**config.mk**
```make
export PLATFORM = sky130hd
export DESIGN_NAME = gpio_ctrl
export DESIGN_NICKNAME = d
export VERILOG_FILES = /design/src/rtl/gpio_ctrl_pkg.sv /design/src/rtl/gpio_sync.sv /design/src/rtl/gpio_channel.sv /design/src/rtl/gpio_ctrl.sv
export SDC_FILE = /design/constraint.sdc
export NUM_CORES = 1
export LEC_CHECK = 0
export ABC_AREA = 1
export BUFFER_PORTS_ARGS = -buffer_cell sky130_fd_sc_hd__buf_2
export CORE_MARGIN = 10
export CORE_UTILIZATION = 55
export CTS_BUF_LIST = sky130_fd_sc_hd__clkbuf_8 sky130_fd_sc_hd__clkbuf_16
export DETAILED_ROUTE_END_ITERATION = 10
export GPL_ROUTABILITY_DRIVEN = 0
export HOLD_SLACK_MARGIN = 0.06
export PLACE_DENSITY = 0.94
export SETUP_SLACK_MARGIN = 0.2
export SYNTH_ARGS = -nofsm -noshare
export SYNTH_HDL_FRONTEND = slang
export SYNTH_SLANG_ARGS = --single-unit
```
**constraint.sdc**
```tcl
create_clock -name clk -period 2.1 [get_ports clk]
set_input_delay 0.105 -clock clk [delete_from_list [all_inputs] [get_ports clk]]
set_output_delay 0.105 -clock clk [all_outputs]
set_load 0.1 [all_outputs]
```
**src/rtl/gpio_ctrl_pkg.sv**
```systemverilog
package gpio_ctrl_pkg;

    typedef enum logic [1:0] {
        CH_BIDIR   = 2'd0,
        CH_ALL_IN  = 2'd1,
        CH_ALL_OUT = 2'd2
    } ch_mode_e;

    typedef enum logic {
        RB_PIN    = 1'b0,
        RB_DRIVEN = 1'b1
    } rb_mode_e;

    localparam int REGS_PER_CH = 2;

    typedef struct packed {
        logic hit;     // address maps to a built channel
        logic ch;      // 0 = channel 1, 1 = channel 2
        logic is_dir;  // 1 = direction register, 0 = data register
    } reg_sel_t;

    function automatic reg_sel_t decode_addr(input int unsigned addr, input int unsigned num_ch);
        reg_sel_t s;
        s.hit    = (addr < num_ch * REGS_PER_CH);
        s.ch     = addr[1];
        s.is_dir = addr[0];
        return s;
    endfunction

endpackage

```
**src/rtl/gpio_sync.sv**
```systemverilog
module gpio_sync #(
    parameter int W = 8
) (
    input  logic         clk,
    input  logic         rst,
    input  logic [W-1:0] d,
    output logic [W-1:0] q
);
    logic [W-1:0] stage1, stage2;

    always_ff @(posedge clk) begin
        if (rst) begin
            stage1 <= '0;
            stage2 <= '0;
        end else begin
            stage1 <= d;
            stage2 <= stage1;
        end
    end

    assign q = stage2;

    // cycles since reset, saturating, so the check never looks before reset
    logic [1:0] live_cnt;
    always_ff @(posedge clk) begin
        if (rst)                 live_cnt <= '0;
        else if (live_cnt != 2'd2) live_cnt <= live_cnt + 2'd1;
    end

    AST_SYNC_TWO_STAGE: assert property (@(posedge clk) disable iff (rst)
        (live_cnt == 2'd2) |-> (q == $past(d, 2)));

endmodule

```
**src/rtl/gpio_channel.sv**
```systemverilog
module gpio_channel
    import gpio_ctrl_pkg::*;
#(
    parameter int              PINS        = 8,
    parameter ch_mode_e        MODE        = CH_BIDIR,
    parameter rb_mode_e        READBACK    = RB_PIN,
    parameter logic [PINS-1:0] DEFAULT_OUT = '0
) (
    input  logic            clk,
    input  logic            rst,
    input  logic            data_we,
    input  logic            dir_we,
    input  logic [PINS-1:0] wdata,
    input  logic [PINS-1:0] pin_in,
    output logic [PINS-1:0] pin_out,
    output logic [PINS-1:0] pin_tri,
    output logic [PINS-1:0] data_rd,
    output logic [PINS-1:0] dir_rd
);
    localparam bit HAS_OUT = (MODE != CH_ALL_IN);
    localparam bit HAS_DIR = (MODE == CH_BIDIR);

    logic [PINS-1:0] in_sync;
    logic [PINS-1:0] out_q;
    logic [PINS-1:0] dir_q;

    gpio_sync #(.W(PINS)) u_sync (
        .clk (clk),
        .rst (rst),
        .d   (pin_in),
        .q   (in_sync)
    );

    generate
        if (HAS_OUT) begin : g_out
            always_ff @(posedge clk) begin
                if (rst)          out_q <= DEFAULT_OUT;
                else if (data_we) out_q <= wdata;
            end
        end else begin : g_no_out
            assign out_q = '0;
        end

        if (HAS_DIR) begin : g_dir
            always_ff @(posedge clk) begin
                if (rst)         dir_q <= '1;
                else if (dir_we) dir_q <= wdata;
            end
        end else if (MODE == CH_ALL_IN) begin : g_dir_in
            assign dir_q = '1;
        end else begin : g_dir_out
            assign dir_q = '0;
        end

        if (MODE == CH_ALL_OUT) begin : g_rd_out
            assign data_rd = out_q;
        end else if (MODE == CH_BIDIR && READBACK == RB_DRIVEN) begin : g_rd_mix
            assign data_rd = (dir_q & in_sync) | (~dir_q & out_q);
        end else begin : g_rd_pin
            assign data_rd = in_sync;
        end
    endgenerate

    assign pin_out = out_q;
    assign pin_tri = dir_q;
    assign dir_rd  = dir_q;

    AST_OUT_ONLY_ON_DATA_WR: assert property (@(posedge clk) disable iff (rst)
        !data_we |=> $stable(pin_out));

endmodule

```
**src/rtl/gpio_ctrl.sv**
```systemverilog
module gpio_ctrl
    import gpio_ctrl_pkg::*;
#(
    parameter int                  ADDR_W       = 3,
    parameter int                  DATA_W       = 32,
    parameter int                  NUM_CH       = 2,
    parameter int                  CH1_PINS     = 32,
    parameter ch_mode_e            CH1_MODE     = CH_BIDIR,
    parameter rb_mode_e            CH1_READBACK = RB_PIN,
    parameter logic [CH1_PINS-1:0] CH1_DEFAULT  = '0,
    parameter int                  CH2_PINS     = 32,
    parameter ch_mode_e            CH2_MODE     = CH_BIDIR,
    parameter rb_mode_e            CH2_READBACK = RB_PIN,
    parameter logic [CH2_PINS-1:0] CH2_DEFAULT  = '0
) (
    input  logic                clk,
    input  logic                rst,
    input  logic [ADDR_W-1:0]   bus_addr,
    input  logic                bus_wr,
    input  logic [DATA_W-1:0]   bus_wdata,
    input  logic                bus_rd,
    output logic [DATA_W-1:0]   bus_rdata,
    input  logic [CH1_PINS-1:0] ch1_in,
    output logic [CH1_PINS-1:0] ch1_out,
    output logic [CH1_PINS-1:0] ch1_tri,
    input  logic [CH2_PINS-1:0] ch2_in,
    output logic [CH2_PINS-1:0] ch2_out,
    output logic [CH2_PINS-1:0] ch2_tri
);
    localparam int MAX_CH = 2;

    reg_sel_t            sel;
    logic [MAX_CH-1:0]   data_we, dir_we;
    logic [DATA_W-1:0]   data_word [MAX_CH];
    logic [DATA_W-1:0]   dir_word  [MAX_CH];
    logic [DATA_W-1:0]   rd_next;

    assign sel = decode_addr(int'(bus_addr), NUM_CH);

    generate
        for (genvar i = 0; i < MAX_CH; i++) begin : g_we
            assign data_we[i] = bus_wr && sel.hit && (sel.ch == 1'(i)) && !sel.is_dir;
            assign dir_we[i]  = bus_wr && sel.hit && (sel.ch == 1'(i)) &&  sel.is_dir;
        end
    endgenerate

    logic [CH1_PINS-1:0] c1_data, c1_dir;

    gpio_channel #(
        .PINS(CH1_PINS), .MODE(CH1_MODE), .READBACK(CH1_READBACK), .DEFAULT_OUT(CH1_DEFAULT)
    ) u_ch1 (
        .clk(clk), .rst(rst), .data_we(data_we[0]), .dir_we(dir_we[0]),
        .wdata(bus_wdata[CH1_PINS-1:0]), .pin_in(ch1_in),
        .pin_out(ch1_out), .pin_tri(ch1_tri), .data_rd(c1_data), .dir_rd(c1_dir)
    );

    always_comb begin
        data_word[0] = '0;
        dir_word[0]  = '0;
        data_word[0][CH1_PINS-1:0] = c1_data;
        dir_word[0][CH1_PINS-1:0]  = c1_dir;
    end

    generate
        if (NUM_CH == 2) begin : g_ch2
            logic [CH2_PINS-1:0] c2_data, c2_dir;

            gpio_channel #(
                .PINS(CH2_PINS), .MODE(CH2_MODE), .READBACK(CH2_READBACK), .DEFAULT_OUT(CH2_DEFAULT)
            ) u_ch2 (
                .clk(clk), .rst(rst), .data_we(data_we[1]), .dir_we(dir_we[1]),
                .wdata(bus_wdata[CH2_PINS-1:0]), .pin_in(ch2_in),
                .pin_out(ch2_out), .pin_tri(ch2_tri), .data_rd(c2_data), .dir_rd(c2_dir)
            );

            always_comb begin
                data_word[1] = '0;
                dir_word[1]  = '0;
                data_word[1][CH2_PINS-1:0] = c2_data;
                dir_word[1][CH2_PINS-1:0]  = c2_dir;
            end
        end else begin : g_no_ch2
            assign ch2_out      = '0;
            assign ch2_tri      = '1;
            assign data_word[1] = '0;
            assign dir_word[1]  = '0;
        end
    endgenerate

    always_comb begin
        rd_next = '0;
        if (sel.hit)
            rd_next = sel.is_dir ? dir_word[sel.ch] : data_word[sel.ch];
    end

    always_ff @(posedge clk) begin
        if (rst)         bus_rdata <= '0;
        else if (bus_rd) bus_rdata <= rd_next;
        else             bus_rdata <= '0;
    end

    AST_IDLE_RDATA_ZERO: assert property (@(posedge clk) disable iff (rst)
        !bus_rd |=> (bus_rdata == '0));

    AST_UNMAPPED_READ_ZERO: assert property (@(posedge clk) disable iff (rst)
        (bus_rd && (int'(bus_addr) >= NUM_CH * REGS_PER_CH)) |=> (bus_rdata == '0));

endmodule

```
**After elaboration in Yosys (flattened, before gate mapping)**

Cells that the tools add are included.

- Div/mod/pow operators: 0
- Add/sub/neg operators: 0
- Shift operators: 0
- $lt $le $gt $ge: 2
- Reductions and logical operators: 9
- Multipliers: 0
- Multiplexer cells: 7
- Equality and inequality tests: 0
- Bitwise gates (word level): 4

Operators by type and width:

| operator | count |
|---|---|
| $mux W32 | 7 |
| $logic_and A1 B1 Y1 | 7 |
| $lt A3 B3 Y1 const B | 1 |
| $not A1 Y1 | 3 |
| $reduce_or A3 Y1 | 1 |
| $ge A2 B2 Y1 const B | 1 |
| $not A1 Y2 | 1 |
| $logic_not A1 Y1 | 1 |

- Register bits: 288
- Input port bits: 103
- Bits in writable memories: 0
- Latch bits: 0
- Memories: 0
- Bits in read-only memories: 0
- Output and inout port bits: 160

**Depth between registers and ports, before layout**

- Depth in word-level cells: 5
- Mapped depth: 8
- Mapped depth without buffers: 5

**Hierarchy**

Synthesis repeated with hierarchy kept, for this count alone.

- Cells, all modules: 1564
- Area, all modules: 11830.1 um^2

By module, submodules not included:

| module | times used | area an instance (um^2) | cells an instance |
|---|---|---|---|
| gpio_channel | 2 | 2945.3 | 374 |
| gpio_sync | 2 | 1840.5 | 199 |
| gpio_ctrl | 1 | 2258.4 | 418 |

**Worst setup path after synthesis**

Ideal clock, no wire load.

- Path kind: register to register
- Start point: register g_ch2.u_ch2.dir_q[10] (netlist: g_ch2.u_ch2.dir_rd[10])
- End point: register bus_rdata[10]
- Required time: 2030 ps
- Clock period less this slack: 1352 ps
- Arrival: 1281 ps
- Stages on the path, launching flop included: 5
- Path slack: 748 ps
- Cell sequence: dfxtp_1 nand2_1 nand2_1 nand2_1 a21oi_1

- Longest elaborated chain between the ends: 4

Ends and longest elaborated chain:

| what | RTL line | RTL |
|---|---|---|
| from (decl) | gpio_channel.sv:25 | `logic [PINS-1:0] dir_q;` |
| from (signal assigned) | gpio_channel.sv:47 | `else if (dir_we) dir_q <= wdata;` |
| $mux W32 (not written as such) (3 in a row) | gpio_ctrl.sv:93 | `rd_next = sel.is_dir ? dir_word[sel.ch] : data_word[sel.ch];` |
| $mux W32 | gpio_ctrl.sv:93 |  |
| to (signal assigned) | gpio_ctrl.sv:98 | `else if (bus_rd) bus_rdata <= rd_next;` |
| to (decl) | gpio_ctrl.sv:22 | `output logic [DATA_W-1:0] bus_rdata,` |

No other way between the ends. The select of a mux whose other input is x is not followed.
A chain may end at the register's enable or synchronous reset.

**Worst setup path in the final report**

- Start point: input port bus_addr[0]
- End point: register g_ch2.u_ch2.dir_q[25] (netlist: g_ch2.u_ch2.dir_rd[25])

- Longest elaborated chain between the ends: 4

Ends and longest elaborated chain:

| what | RTL line | RTL |
|---|---|---|
| from (decl) | gpio_ctrl.sv:18 | `input logic [ADDR_W-1:0] bus_addr,` |
| $lt A3 B3 Y1 | gpio_ctrl_pkg.sv:24 | `s.hit = (addr < num_ch * REGS_PER_CH);` |
| $logic_and A1 B1 Y1 (2 in a row) | gpio_ctrl.sv:43 | `assign dir_we[i] = bus_wr && sel.hit && (sel.ch == 1'(i)) && sel.is_dir;` |
| $logic_and A1 B1 Y1 (*) | gpio_ctrl.sv:43 |  |

Mark *: on every way between the ends. The rest lies on a longest branch, timed or not.

==> run metrics <==
DR vias/cell about 5.2; critical path's slowest cell dlygate4sd3_1; Root Buffer clkbuf_16; htree depth 1; CP max FO 34; sequential share of the synthesized area 54.4%; commonest cells in the netlist 352 x nand2_1, 288 x dfxtp_1, 259 x nor2_1; Syn Inst Count about 1500; setup TNS 0 ps; clock tree buffer depth 3; FFs w/ async S/R, synth 0%; Die Area ~25000 sq um; core box area between 15000 and 20000 sq um; DR WL/cell about 18 um; syn_nets roughly 1600; mapped cell area roughly 11000 sq um; area grow syn2layout 34.0%; routed vias 10900; final wirelength roughly 37000 um; area of the multi-input gates roughly 3600 sq um; PwrDens approximately 890 nW/um^2; CP Buf/Inv Count 5; Hold Crit Class primary input to register; vias in the first global route between 10000 and 15000; pin count of the biggest net entering global routing roughly 130; first-pass GRT wire length between 50000 and 60000 um; max cap viols 0; final setup vio count 0; #FFs+latches synth roughly 290; GR Overflow Total 0; synth top area cells dfxtp_1 54%, nand2_1 12%, nor2_1 9.2%; Top FF cell, synth dfxtp_1; row count 50; Total GRT Usage around 28%; final hold violation count 0; top-count cell post-synth nand2_1; CP Launch Type primary input; Cell variety after synth 12; worst-path cell chain dlygate4sd3_1 -> buf_2 -> buf_12 -> nand3_1 -> buf_4 -> nand2_1 -> nand3_1 -> dlygate4sd3_1; CP endpoint kind register; Max VDD drop 0.661 mV; Final HPWL DP about 21000 um; share of layout cells above drive strength 1 18.3%; Max Fclk about 560 MHz; latest clock arrival within the worst-skew pair 540 ps; Sink Count roughly 290; CTS clk-pin slew, worst paths 70 ps; initial antenna violation count 2; max_slew headroom between 20% and 30%; Ports 263; DR iter-0 viols ~1400; Initial DRT Pass Iterations 6; post-synth top area share roughly 54%; YS warnings 0; kind of critical path primary input to register; Final nets ~1900; storage element area 5770 sq um; initial core utilization between 50% and 60%; Critical Path RT around 2500 ps; postcts setup bufs 0; # port buffers 262; fill cell count 1197; antenna-violating nets left 0; clk_skew about 16 ps; Die Span X roughly 160 um; number of buffers created by CTS 28; Post-Syn Area per Cell slightly above 7 sq um; Arrival @ worst endpoint ~2200 ps; Slew Viols, Final 0; crit-path max cell delay approximately 600 ps; DRC violation count after routing 0; Slew @ Worst Pin between 1000 and 1500 ps; Leakage 7.29 nW; RSZ-0062 raised after global routing no; EDFF count, synth 0; CTS tree yes; chip height 159 um; Synth area leader dfxtp_1; min cycle time layout between 1500 and 2000 ps; cell family with most CP delay buffers and inverters; status completed; Final period util around 85%; utilization after layout 75.4%
-- logic make-up after synthesis --
family                 share of synthesized area (%)
and+or+nand+nor                                 32.2
DFF                                             54.4
AOI/OAI and AO/OA                               1.51
buffers and inverters                           11.9
-- flip-flops by register name, indices dropped and copies added (netlist names) --
signal / count
bus_rdata: 32
g_ch2.u_ch2.dir_rd: 32
g_ch2.u_ch2.pin_out: 32
g_ch2.u_ch2.u_sync.q: 32
g_ch2.u_ch2.u_sync.stage1: 32
u_ch1.dir_rd: 32
u_ch1.pin_out: 32
u_ch1.u_sync.q: 32
u_ch1.u_sync.stage1: 32
-- layout make-up --
class                           count  area share (%)
Timing Repair Buffer              404            19.3
Inverter                          229            6.09
Multi-Input combinational cell    841            25.3
Antenna cell                        2          0.0353
Clock buffer                       32            5.33
Tap cell                          260            2.29
Clock inverter                     19            1.01
Sequential cell                   288            40.6
-- report_power, final --
| group | switching [mW] | total (mW) | internal, mW |
|---|---|---|---|
| combinational | 1.50 | 2.00 | 0.506 |
| clock | 2.10 | 4.90 | 2.80 |
| sequential | 0.106 | 5.79 | 5.68 |
-- layout by cell type (no fill, tap or decap), types with 5 or more instances in the layout --
master         netlist  final
a21oi_1             32     32
clkbuf_16            0     28
nand2_1            352    352
nand4_1             96     96
dlygate4sd3_1        0    118
inv_1              227    239
nor2_1             259    256
nand3_1            101    100
dfxtp_1            288    288
buf_12               0      5
buf_2               27    260
buf_4                0     20
-- final timing paths --
path                                                          start                             endpoint  slack (ps)  cells after the start
worst max-delay path                                    bus_addr[0]  g_ch2.u_ch2.dir_rd[25]$_SDFFE_PP1P_         320                      8
worst min-delay path                                     ch1_in[23]   u_ch1.u_sync.stage1[23]$_SDFF_PP0_         300                      4
worst max register to register  g_ch2.u_ch2.dir_rd[29]$_SDFFE_PP1P_  g_ch2.u_ch2.dir_rd[29]$_SDFFE_PP1P_         890                      3
worst min register to register   u_ch1.u_sync.stage1[24]$_SDFF_PP0_        u_ch1.u_sync.q[24]$_SDFF_PP0_         390                      2
-- worst min-delay path, stage by stage --
cell and delay [ps]:
dlygate4sd3_1 510, buf_2 90, inv_1 30, nor2_1 60
-- metal layers --
metal	global-route usage (%)	share of wire, %	wire [um]	vias up
met5	0	0	0	-
met4	15.6	6.3	2340	0
met3	6.74	9.0	3330	186
met2	45.6	47	17500	722
met1	32.5	37	13700	4870
li1	-	-	-	5084
-- repair_timing --
item,CTS,global route
hold buffers,118,0
hold endpoints to repair,203,0
resized for setup,0,9
endpoints found under the setup margin,0,13
-- stage by stage --
step           instances  power (mW)  hold WS, ps  cell area, sq um  setup WS (ps)
2_1_floorplan       1456        7.22          212             10600            748
3_3_place_gp        1904        7.61          304             12100            760
3_5_place_dp        1904        7.65          311             12100            689
4_1_cts             2073        12.6          273             14100            247
5_1_grt             2075        13.1          323             14200            199
6_report            2075        12.7          295             14200            321
(Power assumes the default switching activity.)
